$ cat config.mk
export PLATFORM = sky130hd
export DESIGN_NAME = pcm_serial_rx
export DESIGN_NICKNAME = d
export VERILOG_FILES = /design/src/rtl/pcm_rx_pkg.sv /design/src/rtl/pcm_rx_bitclk.sv /design/src/rtl/pcm_rx_deframe.sv /design/src/rtl/pcm_rx_framechk.sv /design/src/rtl/pcm_serial_rx.sv
export SDC_FILE = /design/constraint.sdc
export NUM_CORES = 1
export LEC_CHECK = 0
export ABC_AREA = 1
export CAP_MARGIN = 20
export CORE_UTILIZATION = 55
export CTS_CLUSTER_SIZE = 25
export DETAILED_ROUTE_END_ITERATION = 10
export DONT_BUFFER_PORTS = 1
export PLACE_DENSITY = 0.77
export REMOVE_ABC_BUFFERS = 1
export SYNTH_ARGS = -nofsm -noshare
export SYNTH_HDL_FRONTEND = slang
export SYNTH_SLANG_ARGS = --single-unit
$ cat constraint.sdc
create_clock -name clk_i -period 1.6 [get_ports clk_i]
set_input_delay 0.08 -clock clk_i [delete_from_list [all_inputs] [get_ports clk_i]]
set_output_delay 0.08 -clock clk_i [all_outputs]
set_load 0.1 [all_outputs]
$ cat src/rtl/pcm_rx_pkg.sv
package pcm_rx_pkg;

  typedef enum logic [1:0] {
    FMT_I2S  = 2'd0,
    FMT_LJ   = 2'd1,
    FMT_RJ16 = 2'd2
  } pcm_fmt_e;

  localparam int OUT_W          = 24;
  localparam int RJ_BITS        = 16;
  localparam int MIN_HALF_TICKS = 16;
  localparam int IDX_W          = 7;

  // Bit slots per stereo frame for the internal bit clock.
  function automatic int slots_per_frame(input pcm_fmt_e fmt, input int ratio);
    if (ratio == 1152)  return 72;
    if (ratio % 3 == 0) return 48;
    if (fmt == FMT_LJ)  return 64;
    return 32;
  endfunction

endpackage

$ cat src/rtl/pcm_rx_bitclk.sv
module pcm_rx_bitclk
  import pcm_rx_pkg::*;
#(
  parameter int DIV     = 8,
  parameter int CNT_W   = IDX_W
) (
  input  logic             clk,
  input  logic             rst,
  input  logic             ext_sel,
  input  logic             bclk_pin,
  input  logic             lrck_pin,
  input  logic             sdata_pin,
  output logic             tick,
  output logic             bit_val,
  output logic             lrck_lvl,
  output logic             lrck_edge,
  output logic [CNT_W-1:0] bit_idx
);

  localparam int PH_W = (DIV > 2) ? $clog2(DIV) : 1;
  localparam logic [PH_W-1:0] MID_P  = PH_W'(DIV / 2);
  localparam logic [PH_W-1:0] LAST_P = PH_W'(DIV - 1);

  logic lrck_q, lrck_qq, sd_q, bclk_q, bclk_qq;
  logic [PH_W-1:0] ph, phase_now;
  logic int_tick, ext_tick;

  // Input register stage, all inputs share the master clock.
  always_ff @(posedge clk) begin
    if (rst) begin
      lrck_q  <= 1'b0;
      lrck_qq <= 1'b0;
      sd_q    <= 1'b0;
      bclk_q  <= 1'b0;
      bclk_qq <= 1'b0;
    end else begin
      lrck_q  <= lrck_pin;
      lrck_qq <= lrck_q;
      sd_q    <= sdata_pin;
      bclk_q  <= bclk_pin;
      bclk_qq <= bclk_q;
    end
  end

  assign lrck_edge = lrck_q ^ lrck_qq;
  assign lrck_lvl  = lrck_q;
  assign bit_val   = sd_q;

  // Internal divider: phase 0 is the cycle a word-select change is seen.
  assign phase_now = lrck_edge ? '0 : ph;

  always_ff @(posedge clk) begin
    if (rst) ph <= '0;
    else     ph <= (phase_now == LAST_P) ? '0 : phase_now + 1'b1;
  end

  assign int_tick = (phase_now == MID_P);
  assign ext_tick = bclk_q & ~bclk_qq;
  assign tick     = ext_sel ? ext_tick : int_tick;

  // Slot counter within the current half-frame, saturating.
  always_ff @(posedge clk) begin
    if (rst)                          bit_idx <= '0;
    else if (lrck_edge)               bit_idx <= '0;
    else if (tick && (bit_idx != '1)) bit_idx <= bit_idx + 1'b1;
  end

  // a bit clock, internal or external, never ticks twice in a row.
  assert_tick_spacing_R6: assert property (@(posedge clk) disable iff (rst)
    tick |=> !tick)
    else $error("bit tick on consecutive cycles");

endmodule

$ cat src/rtl/pcm_rx_deframe.sv
module pcm_rx_deframe
  import pcm_rx_pkg::*;
#(
  parameter pcm_fmt_e FORMAT    = FMT_I2S,
  parameter int       WORD_BITS = 24,
  parameter int       CNT_W     = IDX_W
) (
  input  logic             clk,
  input  logic             rst,
  input  logic             tick,
  input  logic             bit_val,
  input  logic             lrck_lvl,
  input  logic             lrck_edge,
  input  logic [CNT_W-1:0] bit_idx,
  output logic [OUT_W-1:0] smp_l,
  output logic [OUT_W-1:0] smp_r,
  output logic             smp_vld
);

  localparam int W = (FORMAT == FMT_RJ16) ? RJ_BITS : WORD_BITS;

  logic left_now;
  assign left_now = (FORMAT == FMT_I2S) ? ~lrck_lvl : lrck_lvl;

  generate
    if (FORMAT == FMT_RJ16) begin : g_rj
      // Right-justified: keep the newest W bits, commit on word-select change.
      logic [W-1:0] sr;
      logic         armed;

      always_ff @(posedge clk) begin
        if (rst) begin
          sr      <= '0;
          armed   <= 1'b0;
          smp_l   <= '0;
          smp_r   <= '0;
          smp_vld <= 1'b0;
        end else begin
          smp_vld <= 1'b0;
          if (tick) sr <= {sr[W-2:0], bit_val};
          if (lrck_edge) begin
            armed <= 1'b1;
            if (armed) begin
              if (!left_now) smp_l <= {sr, {(OUT_W-W){1'b0}}};
              else begin
                smp_r   <= {sr, {(OUT_W-W){1'b0}}};
                smp_vld <= 1'b1;
              end
            end
          end
        end
      end

      // a right-justified pair is committed only at a word-select change.
      assert_rj_commit_edge_R4: assert property (@(posedge clk) disable iff (rst)
        smp_vld |-> ($past(lrck_edge) && (bit_idx == '0)))
        else $error("right-justified commit away from word-select change");

    end else begin : g_msb_first
      // I2S and left-justified: word starts at a fixed slot, fills MSB down.
      localparam int CW = $clog2(W + 1);
      localparam logic [CNT_W-1:0] START_IDX = (FORMAT == FMT_I2S) ? CNT_W'(1) : '0;
      localparam logic [CW-1:0]    W_C       = CW'(W);

      logic [OUT_W-1:0] acc;
      logic [CW-1:0]    cnt;
      logic             wch_left;
      logic             have_word;

      always_ff @(posedge clk) begin
        if (rst) begin
          acc       <= '0;
          cnt       <= '0;
          wch_left  <= 1'b0;
          have_word <= 1'b0;
          smp_l     <= '0;
          smp_r     <= '0;
          smp_vld   <= 1'b0;
        end else begin
          smp_vld <= 1'b0;
          if (tick) begin
            if (bit_idx == START_IDX) begin
              if (have_word) begin
                if (wch_left) smp_l <= acc;
                else begin
                  smp_r   <= acc;
                  smp_vld <= 1'b1;
                end
              end
              acc       <= {bit_val, {(OUT_W-1){1'b0}}};
              cnt       <= CW'(1);
              wch_left  <= left_now;
              have_word <= 1'b1;
            end else if (cnt < W_C) begin
              acc <= acc | ({bit_val, {(OUT_W-1){1'b0}}} >> cnt);
              cnt <= cnt + 1'b1;
            end
          end
        end
      end

      // a pair is committed only on a bit tick, never on a word-select change.
      assert_commit_on_tick_R8: assert property (@(posedge clk) disable iff (rst)
        smp_vld |-> ($past(tick) && !$past(lrck_edge)))
        else $error("MSB-first commit without a bit tick");
    end
  endgenerate

endmodule

$ cat src/rtl/pcm_rx_framechk.sv
module pcm_rx_framechk
  import pcm_rx_pkg::*;
#(
  parameter int HALF  = 16,
  parameter int CNT_W = IDX_W
) (
  input  logic             clk,
  input  logic             rst,
  input  logic             ext_sel,
  input  logic             lrck_edge,
  input  logic [CNT_W-1:0] bit_idx,
  output logic             frame_err
);

  localparam logic [CNT_W-1:0] MIN_C  = CNT_W'(MIN_HALF_TICKS);
  localparam logic [CNT_W-1:0] HALF_C = CNT_W'(HALF);

  logic armed;
  logic bad_count;

  assign bad_count = (bit_idx < MIN_C) || (!ext_sel && (bit_idx != HALF_C));

  always_ff @(posedge clk) begin
    if (rst) begin
      armed     <= 1'b0;
      frame_err <= 1'b0;
    end else begin
      frame_err <= armed && lrck_edge && bad_count;
      if (lrck_edge) armed <= 1'b1;
    end
  end

  // an error report always follows a word-select change.
  assert_err_after_edge_R9: assert property (@(posedge clk) disable iff (rst)
    frame_err |-> $past(lrck_edge))
    else $error("frame error without a word-select change");

endmodule

$ cat src/rtl/pcm_serial_rx.sv
module pcm_serial_rx
  import pcm_rx_pkg::*;
#(
  parameter pcm_fmt_e FORMAT     = FMT_I2S,
  parameter int       MCLK_RATIO = 256,
  parameter int       WORD_BITS  = 24
) (
  input  logic              clk_i,
  input  logic              rst_i,
  input  logic              ext_bclk_sel_i,
  input  logic              bclk_i,
  input  logic              lrck_i,
  input  logic              sdata_i,
  output logic [OUT_W-1:0]  left_o,
  output logic [OUT_W-1:0]  right_o,
  output logic              valid_o,
  output logic              frame_err_o
);

  localparam int SPF  = slots_per_frame(FORMAT, MCLK_RATIO);
  localparam int DIV  = MCLK_RATIO / SPF;
  localparam int HALF = SPF / 2;

  logic             tick, bit_val, lrck_lvl, lrck_edge;
  logic [IDX_W-1:0] bit_idx;
  logic [OUT_W-1:0] smp_l, smp_r;
  logic             smp_vld, frame_err;

  pcm_rx_bitclk #(.DIV(DIV), .CNT_W(IDX_W)) u_bitclk (
    .clk       (clk_i),
    .rst       (rst_i),
    .ext_sel   (ext_bclk_sel_i),
    .bclk_pin  (bclk_i),
    .lrck_pin  (lrck_i),
    .sdata_pin (sdata_i),
    .tick      (tick),
    .bit_val   (bit_val),
    .lrck_lvl  (lrck_lvl),
    .lrck_edge (lrck_edge),
    .bit_idx   (bit_idx)
  );

  pcm_rx_deframe #(.FORMAT(FORMAT), .WORD_BITS(WORD_BITS), .CNT_W(IDX_W)) u_deframe (
    .clk       (clk_i),
    .rst       (rst_i),
    .tick      (tick),
    .bit_val   (bit_val),
    .lrck_lvl  (lrck_lvl),
    .lrck_edge (lrck_edge),
    .bit_idx   (bit_idx),
    .smp_l     (smp_l),
    .smp_r     (smp_r),
    .smp_vld   (smp_vld)
  );

  pcm_rx_framechk #(.HALF(HALF), .CNT_W(IDX_W)) u_framechk (
    .clk       (clk_i),
    .rst       (rst_i),
    .ext_sel   (ext_bclk_sel_i),
    .lrck_edge (lrck_edge),
    .bit_idx   (bit_idx),
    .frame_err (frame_err)
  );

  // Registered outputs; the pair is latched only on a completed frame.
  always_ff @(posedge clk_i) begin
    if (rst_i) begin
      left_o      <= '0;
      right_o     <= '0;
      valid_o     <= 1'b0;
      frame_err_o <= 1'b0;
    end else begin
      valid_o     <= smp_vld;
      frame_err_o <= frame_err;
      if (smp_vld) begin
        left_o  <= smp_l;
        right_o <= smp_r;
      end
    end
  end

  // the strobe is a single-cycle pulse.
  assert_valid_single_R8: assert property (@(posedge clk_i) disable iff (rst_i)
    valid_o |=> !valid_o)
    else $error("valid held for more than one cycle");

  // samples hold between strobes.
  assert_samples_hold_R8: assert property (@(posedge clk_i) disable iff (rst_i)
    !valid_o |-> ($stable(left_o) && $stable(right_o)))
    else $error("sample outputs changed without a strobe");

endmodule

# Yosys cells after proc, flatten, opt, wreduce, memory -nomap -nowiden
# Cells that the tools add are included.
# totals
ff_bits	147
latch_bits	0
ramBits	0
rom_bits	0
out_inout_bits	50
wordCells	61
mem_count	0
# classes
addsub	3
mul	0
n_div	0
magnitude_cmp	2
eq_ne	5
n_shift	1
n_mux	7
bitwise	9
n_reduce_logical	14
# ops
operator	n
$mux W24	2
$or A24 B24 Y24	1
$shr A24 B5 Y24	1
$mux W5	2
$reduce_and A4 Y1	2
$add A7 B1 Y7 const B	1
$eq A7 B1 Y1 const B	1
$lt A7 B5 Y1 const B	1
$ne A7 B5 Y1 const B	1
$ne A7 B7 Y1 const B	1
$eq A3 B3 Y1 const B	2
$not A1 Y1	6
$add A5 B1 Y5 const B	1
$lt A5 B5 Y1 const B	1
$logic_and A1 B1 Y1	4
$reduce_and A2 Y1	2
$reduce_or A2 Y1	2
$reduce_or A4 Y1	1
$add A3 B1 Y3 const B	1
$mux W3	1
$mux W1	2
$reduce_bool A2 Y1	1
$and A1 B1 Y1	1
$logic_not A1 Y1	1
other kinds (2)	2

# Longest topological paths before layout
# logic_depth
word_depth	6
mapped_depth	16

# Modules after synthesis
# From an unflattened synthesis, not the netlist that was laid out.
# unflattened
cells_unflattened	996
hier_area_um2	6657.6
# by_module_without_submodules
mod	instances	cells_per_inst	area_per_inst_um2
pcm_rx_deframe	1	572	3812.4
pcm_serial_rx	1	311	2039.5
pcm_rx_bitclk	1	99	708.2
pcm_rx_framechk	1	14	97.6

# Worst setup path after synthesis
# Ideal clock, no wire load.
# synth_path
path_kind	flip-flop to flip-flop
startpoint	reg u_bitclk.lrck_q, in the netlist u_bitclk.lrck_lvl
endpoint	reg u_deframe.smp_r[15]
setup_ns	0.112
t_arrival_ns	1.632
path_slack_ns	-0.143
stages_incl_launch_ff	17
synth_period_minus_slack_ns	1.743
path_cell_list	dfxtp_1 -> inv_2 -> nand2_1 -> nand2_2 -> inv_1 -> nor2_1 -> inv_1 -> ha_1 -> inv_1 -> nor2_1 -> nand3_2 -> nand2_4 -> nand3_2 -> buf_6 -> buf_6 -> nor2_2 -> nor2_1
# synth_between
elab_chain_len	5
# synth_rtl
item	line	rtl
start, declared	pcm_rx_bitclk.sv:24	logic lrck_q, lrck_qq, sd_q, bclk_q, bclk_qq;
start signal, assigned	pcm_rx_bitclk.sv:37	lrck_q <= lrck_pin;
$xor A1 B1 Y1	pcm_rx_bitclk.sv:45	assign lrck_edge = lrck_q ^ lrck_qq;
$mux W3	pcm_rx_bitclk.sv:50	assign phase_now = lrck_edge ? '0 : ph;
$eq A3 B3 Y1	pcm_rx_bitclk.sv:57	assign int_tick = (phase_now == MID_P);
$mux W1	pcm_rx_bitclk.sv:59	assign tick = ext_sel ? ext_tick : int_tick;
$reduce_and A4 Y1 (no line)	n/a	
end signal, assigned	pcm_rx_deframe.sv:77	smp_r <= '0;
end signal, assigned	pcm_rx_deframe.sv:86	smp_r <= acc;
end, declared	pcm_rx_deframe.sv:16	output logic [OUT_W-1:0] smp_r,
# Every way passes these cells.
# A chain may end at the register's enable or synchronous reset.

# Worst setup path after layout
# layout_path
startpoint	reg u_bitclk.lrck_q, in the netlist u_bitclk.lrck_lvl
endpoint	reg u_deframe.smp_l[18]
# layout_between
elab_chain_len	5
# layout_rtl
item	line	rtl
$xor A1 B1 Y1	pcm_rx_bitclk.sv:45	
$mux W3	pcm_rx_bitclk.sv:50	
$eq A3 B3 Y1	pcm_rx_bitclk.sv:57	
$mux W1	pcm_rx_bitclk.sv:59	
$reduce_and A4 Y1 (no line)	n/a	
end signal, assigned	pcm_rx_deframe.sv:76	smp_l <= '0;
end signal, assigned	pcm_rx_deframe.sv:84	if (wch_left) smp_l <= acc;
end, declared	pcm_rx_deframe.sv:15	output logic [OUT_W-1:0] smp_l,
# Every way passes these cells.

==> impl_metrics.ini <==
[run_status]
status = finished, violations left
violations = negative setup slack

[drt]
drc = 0
met3RoutedLength_um = 601
routedLengthMet1_mm = 5.77
wl_per_cell_um = 13.4
routed_wl_mm = 13.3
vias = 5118
drt_pass1_iterations = 6
ant_nets = 0
topRoutingLayerUsed = met4
viasPerCell = 5.13
drt_iter0_markers = 348
route.met2.wl_mm = 6.77

[setup_path]
critPathArrivalTime_ns = 2.25
crit_fanout = 14
r2r_slack_ns = -0.24
required_ns = 2.01
worst_setup_path_start_kind = register
r2r_start = u_bitclk.lrck_lvl
path_class = register to register
endpoint_kind = register
r2r_cells = 15
r2r-end = u_deframe.smp_l[18]

[sta]
final_hold_viol_count = 0
rsz0062_at_grt = yes
max_slew.worst_pin.slew_ns = 0.681
setup_violations = 87
maxSlewHeadroom_pct = 54.5
tns_ns = -13.45
fin_crit_sh_pct = 115
fin_ws_ns = -0.241
finalMaxSlewViolations = 0
fmaxAchievable_mhz = 543
clock_skew_ns = 0.00828
period_needed_ns = 1.84

[global_routing]
antenna_found_initial = 0
gr-total-overflow = 0
grtUsageTotal_pct = 23.0
grt_pass1_vias = 4750
grt_pass1_wl_mm = 20.7
grt_max_degree = 58

[min_path]
hold_start = rst_i
min_path_cells = 4
min_to = u_deframe.smp_r[23]
hold_path.class = input port to register

[die]
core_um2 = 10400
dieArea_um2 = 11200
initial_core_util_pct = 57.0
ios = 56
die_height_um = 106
die_width_um = 106
rows = 37

[clock_network]
cts_buffers = 17
clock_path_buffers = 2
root_buffer = clkbuf_8
clk_latency_ns = 0.51
cts_tree = built
cts_htree_levels = 4
cts_sinks = 147
cts.clk_slew.worst_paths_ns = 0.06

[finish]
area_growth_pct = 27.0
diodes = 0
nets = 864
fin_util_pct = 72.4
fin_area_um2 = 7540
drive_above_1_share_pct = 25.1

[synth]
synth_area_um2 = 5940
synthArstFlopShare_pct = 0
ys_ff_latch = 147
yosysSeqAreaShare_pct = 49.6
synth.area.top_cells = dfxtp_1, nand2_1, nor2_1
synth_edf_count = 0
syn_inst = 789
yosys.area.top_type = dfxtp_1
synth_top_area_share_pct = 49.6
synth_flop_cell = dfxtp_1
yosysWarnings = 0
yosysUniqueCellTypes = 31
syn_area_per_cell_um2 = 7.52

[pwr]
power_frac_seq_pct = 45.6
p_switching_uw = 1780
intPower_uw = 6330
ir_drop_mv = 0.784
switching_share_pct = 21.9
power-per-cell-area_nw_per_um2 = 1080
comb_power_share_pct = 3.4
power_frac_clock_pct = 51.0
p_leak_uw = 0.00353

[place]
postPlaceCellArea_um2 = 6470
gp_congestion = 0.818
dpl.hpwl_mm = 7.59
io_buffer_count = 0

[flow_run]
drv_cap = 0
-- cells in the mapped netlist (2+ instances only) --
master,number
a21oi_1,76
a21oi_2,9
buf_2,11
buf_4,2
buf_6,7
clkbuf_1,21
dfxtp_1,147
ha_1,7
inv_1,102
inv_2,4
nand2_1,141
nand2_2,13
nand2_4,5
nand3_1,18
nand3_2,3
nand4_1,4
nor2_1,136
nor2_2,10
nor3_1,5
nor4_1,6
o21ai_0,50
xor2_1,3
-- layer usage --
layer | track usage (%) | vias to the layer above
met2 | 40.6 | 155
met1 | 26.6 | 2373
met3 | 5.95 | 22
met4 | 8.63 | 0
met5 | 0 | -
li1 | - | 2568
-- cell families after synthesis --
family          Yosys count  share of synthesized area (%)
xor+xnor                  4                          0.590
fa+ha+maj                 7                           1.48
buf+inv                 150                           11.1
compound gates          136                           12.1
flops                   147                           49.6
simple gates            345                           25.2
-- cell usage in the layout, fill, tap and decap left out, types with 4 or more instances in the layout --
cell type,synthesis,final
clkbuf_16,0,20
nand2_2,13,32
inv_8,1,4
nor2_1,136,123
nand2_1,141,113
nor3_1,5,5
inv_2,4,6
ha_1,7,6
nand2_4,5,13
dfxtp_1,147,144
buf_4,2,64
nor2_2,10,23
nand4_1,4,4
nor4_1,6,6
a21oi_1,76,68
nand3_1,18,18
inv_1,102,100
bufinv_16,0,4
a21oi_2,9,17
buf_12,1,7
dlygate4sd3_1,0,5
o21ai_0,50,48
inv_6,0,5
-- power by group through the flow --
stage / Clock [uW] / Combinational (uW) / Sequential (uW)
2_1_floorplan: 0 / 123 / 3780
3_3_place_gp: 0 / 190 / 3780
3_5_place_dp: 0 / 197 / 3770
4_1_cts: 4160 / 250 / 3690
5_1_grt: 4340 / 302 / 3700
6_report: 4140 / 279 / 3700
-- worst max-delay path by stage --
| stage | from | to | slack [ns] | cells after the start |
|---|---|---|---|---|
| final | u_bitclk.lrck_lvl | u_deframe.smp_l[18] | -0.24 | 15 |
| after global routing | u_bitclk.lrck_lvl | u_deframe.smp_l[18] | -0.37 | 15 |
| after CTS | u_bitclk.lrck_lvl | u_deframe.smp_l[22] | -0.21 | 16 |
| after detailed placement | u_bitclk.lrck_lvl | u_deframe.smp_r[17] | -0.20 | 16 |
| after global placement | u_bitclk.lrck_lvl | u_deframe.g_msb_first.acc[23] | -0.14 | 16 |
| after floorplan | u_bitclk.lrck_lvl | u_deframe.smp_r[0] | -0.67 | 14 |
-- cell type report --
cell class / count / area (um2)
tap: 136 / 170
timing repair inverter: 3 / 31.3
timing repair buffer: 82 / 797
inverter: 107 / 409
clock buffer: 17 / 414
fill: 713 / 2880
sequential: 147 / 2950
multi-input combinational: 493 / 2570
clock inverter: 13 / 200
-- worst max-delay path, cell delays in order (launching register included) --
cell,delay (ns)
dfxtp_2,0.33
inv_2,0.04
nand2_2,0.06
nand2_2,0.07
inv_2,0.07
nor2_2,0.04
inv_2,0.07
ha_4,0.12
inv_1,0.04
nor2_2,0.10
nand3_2,0.08
nand2_4,0.14
nand3_4,0.17
clkbuf_16,0.23
nor2_1,0.15
nor2_2,0.04
-- registers in the layout, indices dropped and copies added, names as in the netlist --
name                             flops
left_o                              24
right_o                             24
u_deframe.g_msb_first.acc           24
u_deframe.smp_l                     24
u_deframe.smp_r                     24
u_bitclk.bit_idx                     7
u_deframe.g_msb_first.cnt            5
u_bitclk.ph                          3
frame_err_o                          1
u_bitclk.bclk_q                      1
u_bitclk.bclk_qq                     1
u_bitclk.bit_val                     1
u_bitclk.lrck_lvl                    1
u_bitclk.lrck_qq                     1
u_deframe.g_msb_first.have_word      1
u_deframe.g_msb_first.wch_left       1
u_deframe.smp_vld                    1
u_framechk.armed                     1
u_framechk.frame_err                 1
valid_o                              1
-- stage by stage --
| stage | setup slack, ns | hold slack [ns] | instances | total power [uW] |
|---|---|---|---|---|
| after floorplan | -0.669 | 0.149 | 746 | 3900 |
| after global placement | -0.138 | 0.147 | 952 | 3970 |
| after detailed placement | -0.199 | 0.149 | 952 | 3970 |
| after CTS | -0.210 | 0.00446 | 993 | 8100 |
| after global routing | -0.371 | 0.0244 | 998 | 8340 |
| final | -0.241 | 0.0187 | 998 | 8110 |
-- timing repair --
item | CTS | global route
endpoints found under the setup margin | 87 | 87
resized for setup | 40 | 41
pin swaps | 8 | 10
endpoints found under the hold margin | 25 | 0
gates cloned | 4 | 4
buffers inserted | 2 | 2
hold buffers | 5 | 0
Note: power is estimated with default switching activity, not from simulation.
